File: src/rtl/tmr_pkg.sv
package tmr_pkg;
  typedef enum logic [1:0] {
    OP_WRITE = 2'd0,
    OP_SET   = 2'd1,
    OP_CLR   = 2'd2,
    OP_TOG   = 2'd3
  } ctl_op_e;

  localparam int SEL_W      = 4;
  localparam int BIT_RELOAD = 6;
  localparam int BIT_UPDATE = 7;
  localparam int BIT_IRQEN  = 14;
  localparam int BIT_IRQ    = 15;
  localparam int BIT_SRST   = 31;

  localparam logic [SEL_W-1:0] SEL_ALWAYS = 4'hF;
  localparam logic [SEL_W-1:0] SEL_SLOW   = 4'hB;

  localparam logic [31:0] CTL_MASK    = 32'h0000_C0CF;
  localparam logic [31:0] VERSION_VAL = 32'h0200_0000;

  localparam int CTL_BASE  = 'h20;
  localparam int CNT_BASE  = 'h30;
  localparam int FIX_BASE  = 'h40;
  localparam int CH_STRIDE = 'h40;
  localparam int VER_ADDR  = 'h120;
endpackage

File: src/rtl/tmr_tick_sel.sv
module tmr_tick_sel
  import tmr_pkg::*;
(
  input  logic [SEL_W-1:0] sel,
  input  logic             slow_tick,
  output logic             tick
);
  always_comb begin
    unique case (sel)
      SEL_ALWAYS: tick = 1'b1;
      SEL_SLOW:   tick = slow_tick;
      default:    tick = 1'b0;
    endcase
  end
endmodule

File: src/rtl/tmr_addr_dec.sv
module tmr_addr_dec
  import tmr_pkg::*;
#(
  parameter int NUM_CH = 2,
  parameter int ADDR_W = 9
) (
  input  logic [ADDR_W-1:0] addr,
  output logic [NUM_CH-1:0] hit_ctl,
  output logic [NUM_CH-1:0] hit_cnt,
  output logic [NUM_CH-1:0] hit_fix,
  output logic              hit_gctl,
  output logic              hit_ver,
  output ctl_op_e           op
);
  localparam int HI = ADDR_W - 1;

  assign op       = ctl_op_e'(addr[3:2]);
  assign hit_gctl = (addr[HI:4] == '0) && (addr[1:0] == 2'b00);
  assign hit_ver  = (addr == ADDR_W'(VER_ADDR));

  for (genvar n = 0; n < NUM_CH; n++) begin : g_ch
    localparam logic [ADDR_W-1:0] CB = ADDR_W'(CTL_BASE + n * CH_STRIDE);
    localparam logic [ADDR_W-1:0] RB = ADDR_W'(CNT_BASE + n * CH_STRIDE);
    localparam logic [ADDR_W-1:0] FB = ADDR_W'(FIX_BASE + n * CH_STRIDE);
    assign hit_ctl[n] = (addr[HI:4] == CB[HI:4]) && (addr[1:0] == 2'b00);
    assign hit_cnt[n] = (addr == RB);
    assign hit_fix[n] = (addr == FB);
  end
endmodule

File: src/rtl/tmr_channel.sv
module tmr_channel
  import tmr_pkg::*;
#(
  parameter int CNT_W = 32
) (
  input  logic             clk,
  input  logic             rst_n,
  input  logic             soft_clr,
  input  logic             slow_tick,
  input  logic             ctl_we,
  input  ctl_op_e          ctl_op,
  input  logic             fix_we,
  input  logic [31:0]      wdata,
  output logic [31:0]      ctrl_q,
  output logic [CNT_W-1:0] cnt_q,
  output logic [CNT_W-1:0] fix_q,
  output logic             irq_req
);
  localparam logic [CNT_W-1:0] ONE = CNT_W'(1);

  logic [31:0] ctl_wr;
  logic [31:0] ctl_d;
  logic        tick;
  logic        load_now;
  logic        expire;
  logic        reload_en;

  tmr_tick_sel u_tick (
    .sel       (ctrl_q[SEL_W-1:0]),
    .slow_tick (slow_tick),
    .tick      (tick)
  );

  assign reload_en = ctrl_q[BIT_RELOAD];
  assign load_now  = fix_we && ctrl_q[BIT_UPDATE];
  assign expire    = tick && (cnt_q == ONE) && !load_now;

  always_comb begin
    unique case (ctl_op)
      OP_WRITE: ctl_wr = wdata;
      OP_SET:   ctl_wr = ctrl_q | wdata;
      OP_CLR:   ctl_wr = ctrl_q & ~wdata;
      default:  ctl_wr = ctrl_q ^ wdata;
    endcase
    ctl_d = ctl_we ? (ctl_wr & CTL_MASK) : ctrl_q;
    if (expire) ctl_d[BIT_IRQ] = 1'b1;
  end

  always_ff @(posedge clk) begin
    if (!rst_n || soft_clr) begin
      ctrl_q <= '0;
      cnt_q  <= '0;
      fix_q  <= '0;
    end else begin
      ctrl_q <= ctl_d;
      if (fix_we) fix_q <= wdata[CNT_W-1:0];
      if (load_now) begin
        cnt_q <= wdata[CNT_W-1:0];
      end else if (tick) begin
        if (cnt_q == '0) begin
          if (reload_en) cnt_q <= fix_q;
        end else if (cnt_q == ONE) begin
          cnt_q <= reload_en ? fix_q : '0;
        end else begin
          cnt_q <= cnt_q - ONE;
        end
      end
    end
  end

  assign irq_req = ctrl_q[BIT_IRQEN] && ctrl_q[BIT_IRQ];

  p_count_step_r4: assert property (@(posedge clk) disable iff (!rst_n)
    (!soft_clr && !load_now && tick && cnt_q > ONE) |=> cnt_q == $past(cnt_q) - ONE);

  p_hold_idle_r3: assert property (@(posedge clk) disable iff (!rst_n)
    (!soft_clr && !load_now && !tick) |=> $stable(cnt_q));

  p_stop_zero_r4: assert property (@(posedge clk) disable iff (!rst_n)
    (!soft_clr && !load_now && cnt_q == '0 && !reload_en) |=> cnt_q == '0);

  p_reload_r6: assert property (@(posedge clk) disable iff (!rst_n)
    (!soft_clr && !load_now && tick && cnt_q == ONE && reload_en) |=> cnt_q == $past(fix_q));

  p_flag_set_r7: assert property (@(posedge clk) disable iff (!rst_n)
    (!soft_clr && !load_now && tick && cnt_q == ONE) |=> ctrl_q[BIT_IRQ]);

  p_update_load_r5: assert property (@(posedge clk) disable iff (!rst_n)
    (!soft_clr && load_now) |=> cnt_q == fix_q);
endmodule

File: src/rtl/dual_reload_timer.sv
module dual_reload_timer
  import tmr_pkg::*;
#(
  parameter int NUM_CH = 2,
  parameter int CNT_W  = 32,
  parameter int ADDR_W = 9
) (
  input  logic              clk,
  input  logic              rst_n,
  input  logic              slow_tick,
  input  logic              wr_en,
  input  logic              rd_en,
  input  logic [ADDR_W-1:0] addr,
  input  logic [31:0]       wdata,
  output logic [31:0]       rdata,
  output logic              irq
);
  logic [NUM_CH-1:0] hit_ctl, hit_cnt, hit_fix;
  logic              hit_gctl, hit_ver;
  ctl_op_e           op;
  logic              soft_clr;
  logic              any_hit;
  logic [31:0]       rd_val;

  logic [NUM_CH-1:0][31:0]      ctl_rd;
  logic [NUM_CH-1:0][CNT_W-1:0] cnt_rd;
  logic [NUM_CH-1:0][CNT_W-1:0] fix_rd;
  logic [NUM_CH-1:0]            irq_req;

  tmr_addr_dec #(.NUM_CH(NUM_CH), .ADDR_W(ADDR_W)) u_dec (
    .addr     (addr),
    .hit_ctl  (hit_ctl),
    .hit_cnt  (hit_cnt),
    .hit_fix  (hit_fix),
    .hit_gctl (hit_gctl),
    .hit_ver  (hit_ver),
    .op       (op)
  );

  assign soft_clr = wr_en && hit_gctl && wdata[BIT_SRST] && (op != OP_CLR);

  for (genvar n = 0; n < NUM_CH; n++) begin : g_ch
    tmr_channel #(.CNT_W(CNT_W)) u_ch (
      .clk       (clk),
      .rst_n     (rst_n),
      .soft_clr  (soft_clr),
      .slow_tick (slow_tick),
      .ctl_we    (wr_en && hit_ctl[n]),
      .ctl_op    (op),
      .fix_we    (wr_en && hit_fix[n]),
      .wdata     (wdata),
      .ctrl_q    (ctl_rd[n]),
      .cnt_q     (cnt_rd[n]),
      .fix_q     (fix_rd[n]),
      .irq_req   (irq_req[n])
    );
  end

  assign any_hit = hit_ver || (|hit_ctl) || (|hit_cnt) || (|hit_fix);

  always_comb begin
    rd_val = '0;
    if (hit_ver) rd_val = VERSION_VAL;
    for (int n = 0; n < NUM_CH; n++) begin
      if (hit_ctl[n]) rd_val = ctl_rd[n];
      if (hit_cnt[n]) rd_val = 32'(cnt_rd[n]);
      if (hit_fix[n]) rd_val = 32'(fix_rd[n]);
    end
  end

  always_ff @(posedge clk) begin
    if (!rst_n) rdata <= '0;
    else if (rd_en) rdata <= rd_val;
  end

  assign irq = |irq_req;

  p_srst_quiet_r9: assert property (@(posedge clk) disable iff (!rst_n)
    soft_clr |=> !irq);

  p_unmapped_zero_r10: assert property (@(posedge clk) disable iff (!rst_n)
    (rd_en && !any_hit) |=> rdata == '0);

  p_rdata_hold_r10: assert property (@(posedge clk) disable iff (!rst_n)
    !rd_en |=> $stable(rdata));
endmodule

File: config.mk
export PLATFORM = sky130hd
export DESIGN_NAME = dual_reload_timer
export DESIGN_NICKNAME = d
export VERILOG_FILES = /design/src/rtl/tmr_pkg.sv /design/src/rtl/tmr_tick_sel.sv /design/src/rtl/tmr_addr_dec.sv /design/src/rtl/tmr_channel.sv /design/src/rtl/dual_reload_timer.sv
export SDC_FILE = /design/constraint.sdc
export NUM_CORES = 1
export LEC_CHECK = 0
export CORE_ASPECT_RATIO = 0.6
export CORE_UTILIZATION = 66
export CTS_BUF_LIST = sky130_fd_sc_hd__clkbuf_4 sky130_fd_sc_hd__clkbuf_8
export DETAILED_ROUTE_END_ITERATION = 7
export GPL_TIMING_DRIVEN = 0
export HOLD_SLACK_MARGIN = 0.15
export PLACE_DENSITY = 0.95
export SYNTH_ARGS = -nofsm -noshare
export SYNTH_HDL_FRONTEND = slang
export SYNTH_SLANG_ARGS = --single-unit
File: constraint.sdc
create_clock -name clk -period 7.3 [get_ports clk]
set_input_delay 2.19 -clock clk [delete_from_list [all_inputs] [get_ports clk]]
set_output_delay 2.19 -clock clk [all_outputs]
set_load 0.02 [all_outputs]
* After elaboration in Yosys (flattened, before gate mapping) *
Cells that the tools add are included.

storage, ports and cells
  word-level logic and storage cells = 97
  output and inout bits = 33
  bits in registers = 176
  bits of input ports = 46

operators by class
  bitwise operators = 7
  mux-type cells = 27
  reduce and logical (&&, ||, !) cells = 34
  $add $sub $neg = 2
  equality and inequality tests = 18

operator list
  cell                     count
  $mux W32                 18
  $pmux W16 S3             2
  $eq A32 B1 Y1 const B    2
  $logic_not A32 Y1        2
  $sub A32 B1 Y32 const B  2
  $and A16 B16 Y16         2
  $mux W16                 2
  $or A16 B16 Y16          2
  $xor A16 B16 Y16         2
  $mux W26                 1
  $eq A9 B7 Y1 const B     2
  $logic_and A1 B1 Y1      18
  $eq A4 B4 Y1 const B     4
  $not A16 Y16             1
  $eq A9 B6 Y1 const B     1
  $eq A9 B8 Y1 const B     1
  $eq A9 B9 Y1 const B     1
  $reduce_bool A2 Y1       4
  $ne A3 B1 Y1 const B     2
  $eq A5 B2 Y1 const B     1
  $eq A5 B3 Y1 const B     1
  $logic_not A5 Y1         1
  $logic_not A2 Y1         2
  $pmux W1 S2              2
  8 further kinds          12

* Logic depth before layout (Yosys ltp) *
  depth in word-level cells = 8
  depth in mapped cells = 12
  mapped depth without buffers = 9

* Hierarchy *
Synthesis repeated with hierarchy kept, for this count alone.

unflattened totals
  cell total of the unflattened synthesis = 1347
  area, all modules = 11388.4 um^2

by module, submodules not included
  module             seq. area each (um^2)  cells an instance  area each (um^2)  instances
  tmr_channel        1441.4                 513                4445.5            2
  dual_reload_timer  640.6                  300                2333.5            1
  tmr_addr_dec       0.0                    19                 141.4             1
  tmr_tick_sel       0.0                    1                  11.3              2

* Worst setup path before layout *
No wires, ideal clock.

  path type = input to register
  start = input port addr[3]
  end = register g_ch[1].u_ch.cnt_q[18]
  setup time = 123 ps
  data arrival time = 4489 ps
  path buffers = 3
  slack = 2687 ps
  cell stages on the path = 9
  required time = 7177 ps
  cell sequence = clkbuf_1 -> or4_1 -> clkbuf_1 -> nor3_1 -> nor3_1 -> nor2b_1 -> clkbuf_1 -> a222oi_1 -> nand2_1

between the ends
  longest elaborated chain between the ends = 5
  elaborated cells between the ends (all ways) = 10
  classes of those cells = 3 x eq/ne; 1 x mux; 6 x reduce/logical

RTL lines
  what                                                                 RTL line                 RTL
  start, declared                                                      dual_reload_timer.sv:13  input logic [ADDR_W-1:0] addr,
  $eq A9 B8 Y1                                                         tmr_addr_dec.sv:27       assign hit_fix[n] = (addr == FB);
  $logic_and A1 B1 Y1                                                  dual_reload_timer.sv:50  .fix_we (wr_en && hit_fix[n]),
  $logic_and A1 B1 Y1                                                  tmr_channel.sv:35        assign load_now = fix_we && ctrl_q[BIT_UPDATE];
  $ne A3 B1 Y1 (no source line) or $reduce_bool A2 Y1 (tied branches)  --
  $reduce_and A2 Y1 (no source line)                                   --
  end signal, assigned                                                 tmr_channel.sv:58        cnt_q <= wdata[CNT_W-1:0];
  end signal, assigned                                                 tmr_channel.sv:61        if (reload_en) cnt_q <= fix_q;
  end signal, assigned                                                 tmr_channel.sv:63        cnt_q <= reload_en ? fix_q : '0;
  end, declared                                                        tmr_channel.sv:15        output logic [CNT_W-1:0] cnt_q,

Parallel ways exist; a longest one is shown, timed or not.
A chain may end at the register's enable or synchronous reset.

* Worst setup path in the final report *
  start = input port wr_en
  end = register g_ch[1].u_ch.cnt_q[12]

between the ends
  longest elaborated chain between the ends = 4
  elaborated cells between the ends (all ways) = 10
  classes of those cells = 1 x eq/ne; 1 x mux; 8 x reduce/logical

RTL lines
  what                                                                      RTL line                                          RTL
  start, declared                                                           dual_reload_timer.sv:11                           input logic wr_en,
  $logic_and A1 B1 Y1, on equally long branches                             dual_reload_timer.sv:50, dual_reload_timer.sv:40
  $logic_and A1 B1 Y1, on equally long branches                             tmr_channel.sv:35, dual_reload_timer.sv:40
  $ne A3 B1 Y1 (no source line) (tied with other cells)                     --
  $reduce_and A2 Y1 (no source line) or $logic_or A1 B1 Y1 (tied branches)  --

Parallel ways exist; a longest one is shown, timed or not.

==> reports/metrics.yaml <==
finish:
  multiInputGateArea_um2: 6100
  fillers: 1106
  area_delta_synth_final_pct: 13.7
  regArea_um2: 3520
  utilization: 0.785
  instances_no_fill: 1574
  nNetsFinal: 1445
  layout-drive-gt1-share: 0.0603
  diodes: 0
sta:
  tns_ps: 0
  setup_viol: 0
  final_hold_viol_count: 0
  fin_crit_sh: 0.832
  drv_slew: 0
  rsz0062_at_grt: "false"
  max_freq_mhz: 165
  min_period_ps: 6070
  fin_worst_skew_ps: 29.0
  worst_pin_slew_ps: 1460
  slew_headroom: 0.0182
routing:
  dr.pass1.iters: 8
  drc: 2
  wl_per_cell_um: 26.3
  wirelength_mm: 41.3
  drtAntennaViolNets: 0
  via_count: 11814
  dr.first_iter.drc_count: 2537
  viasPerCell: 7.51
job:
  cap_violations: 1
synth:
  synth_top_cell_by_area: "dfxtp_1"
  synth_top_area_share: 0.346
  netlist_area_um2: 10200
  ys_ff_latch: 176
  ys_async_sr_fraction: 0
  synth_edf_count: 0
  avgSynthCellArea_um2: 8.03
  ys_warn_count: 0
  yosysMostFrequentCell: "nand2_1"
  ys_types: 64
  ys_top_cells_by_count: "nand2_1, dfxtp_1, a21oi_1"
  synthesis.nets: 1351
  synth_ff_type: "dfxtp_1"
  synth_area_leaders: "dfxtp_1, nand2_1, a21oi_1, a22oi_1, ha_1"
  synth-seq-area-share: 0.346
  synthCells: 1269
cts:
  cts_hold_buffers: 0
  cts_tree: "built"
  cts-resized-gates: 0
  cts-root-buf: "clkbuf_8"
  htree_num_levels: 4
  clock_sink_count: 176
  cts.clk_slew.worst_paths_ps: 100
  numCtsBuffers: 17
  clock_path_buffers: 2
  cts_setup_buffers: 0
  clkLatencyLatePin_ps: 490
min_path:
  hold_depth: 2
  holdCritStartpoint: "g_ch[0].u_ch.fix_q[21]"
  hold_path_class: "reg2reg"
  worst_hold_path.endpoint: "g_ch[0].u_ch.fix_q[21]"
grt:
  grt_max_degree: 19
  grt_first_pass_wirelength_mm: 61.9
  grt_usage: 0.518
  grt_remaining_overflow: 0
  grt_pass1_vias: 10715
  antenna_found_initial: 0
floorplanning:
  fp-row-count: 34
  dieHeight_um: 98.2
  io_pins: 79
  die_w_um: 162
  initial_core_util: 0.690
  fp.coreArea_um2: 14800
  design.die.area_um2: 16000
critical_path:
  r2r_slack_ps: 2960
  critPathKind: "in2reg"
  timing.rr.end: "g_ch[0].u_ch.cnt_q[27]"
  reg2reg_from: "g_ch[0].u_ch.cnt_q[27]"
  reg2reg_depth: 9
  cp-start-kind: "input pin"
  cp.required_ps: 7610
  critPathArrivalTime_ps: 6380
  cp_max_fo: 10
  setup.worst_path.end_class: "register"
outcome:
  violations: "DRC, capacitance limit"
  outcome: "finished with violations"
placed_design:
  port_buffers: 75
  place.gp.congestion: 1.09
  dp_hpwl_mm: 30.4
  place_inst: 1542
power_and_ir_drop:
  ir_drop_mv: 0.127
  power.total_mw: 1.86
  p_leak_nw: 4.30
  power.density_nw_per_um2: 160
[stage by stage]
| stage | hold WS, ps | worst slack, ps | instance area [um^2] |
|---|---|---|---|
| 6_report | 483 | 1230 | 11600 |
| 2_1_floorplan | 443 | 2690 | 10200 |
| 5_1_grt | 503 | 1260 | 11600 |
| 4_1_cts | 479 | 1590 | 11600 |
| 3_3_place_gp | 458 | 1270 | 11200 |
| 3_5_place_dp | 463 | 1130 | 11200 |
[flip-flops by register name, indices dropped and copies added, names as in the netlist]
name	count
g_ch.u_ch.cnt_q	64
g_ch.u_ch.ctrl_q	16
g_ch.u_ch.fix_q	64
rdata	32
[placed cells by master (no fill, tap or decap), types with 29 or more instances in the layout]
cell	n
ha_1	36
clkbuf_1	85
dfxtp_1	176
a21oi_1	111
a22oi_1	71
inv_1	36
nor2_1	103
o211ai_1	38
a211oi_1	33
a221oi_1	29
nand2_1	189
clkdlybuf4s50_1	75
[area by class of cell]
class	instances	share of cell area
Buffer	103	0.0372
Clock buffer	19	0.0220
Clock inverter	13	0.0118
Inverter	36	0.0117
Multi-Input combinational cell	954	0.527
Sequential cell	176	0.304
Tap cell	198	0.0214
Timing Repair Buffer	75	0.0648
[kinds of logic after synthesis]
kind of cell / share of synthesized area
simple gates: 0.193
compound gates: 0.287
flops: 0.346
buf+inv: 0.0555
xor+xnor: 0.0335
mux: 0.0403
fa+ha+maj: 0.0442
[critical path: stages]
cell and delay [ps]:
clkdlybuf4s50_1 640, or3b_2 540, o41ai_1 990, clkbuf_1 540, clkbuf_1 550, clkbuf_1 720
o22ai_1 220
[power by group]
group          switching (mW)  internal (mW)
Combinational           0.114         0.0667
Sequential            0.00595          0.969
Clock                   0.434          0.269
Total                   0.554           1.30
[metal layers]
| metal | GRT usage | wire (um) |
|---|---|---|
| met3 | 0.259 | 8670 |
| met2 | 0.666 | 14900 |
| met4 | 0.191 | 1860 |
| met1 | 0.725 | 15900 |
| met5 | 0.00303 | 0 |
[worst max path at each step]
| stage | startpoint | end | slack [ps] | cells past startpoint |
|---|---|---|---|---|
| after floorplan | addr[3] | g_ch[1].u_ch.cnt_q[18] | 2690 | 9 |
| after global placement | addr[8] | g_ch[1].u_ch.ctrl_q[15] | 1270 | 8 |
| after detailed placement | addr[8] | g_ch[1].u_ch.cnt_q[12] | 1130 | 8 |
| after CTS | wr_en | g_ch[1].u_ch.cnt_q[12] | 1590 | 7 |
| after global routing | addr[8] | g_ch[1].u_ch.cnt_q[12] | 1260 | 8 |
| final | wr_en | g_ch[1].u_ch.cnt_q[12] | 1230 | 7 |
(Power assumes the default switching activity.)
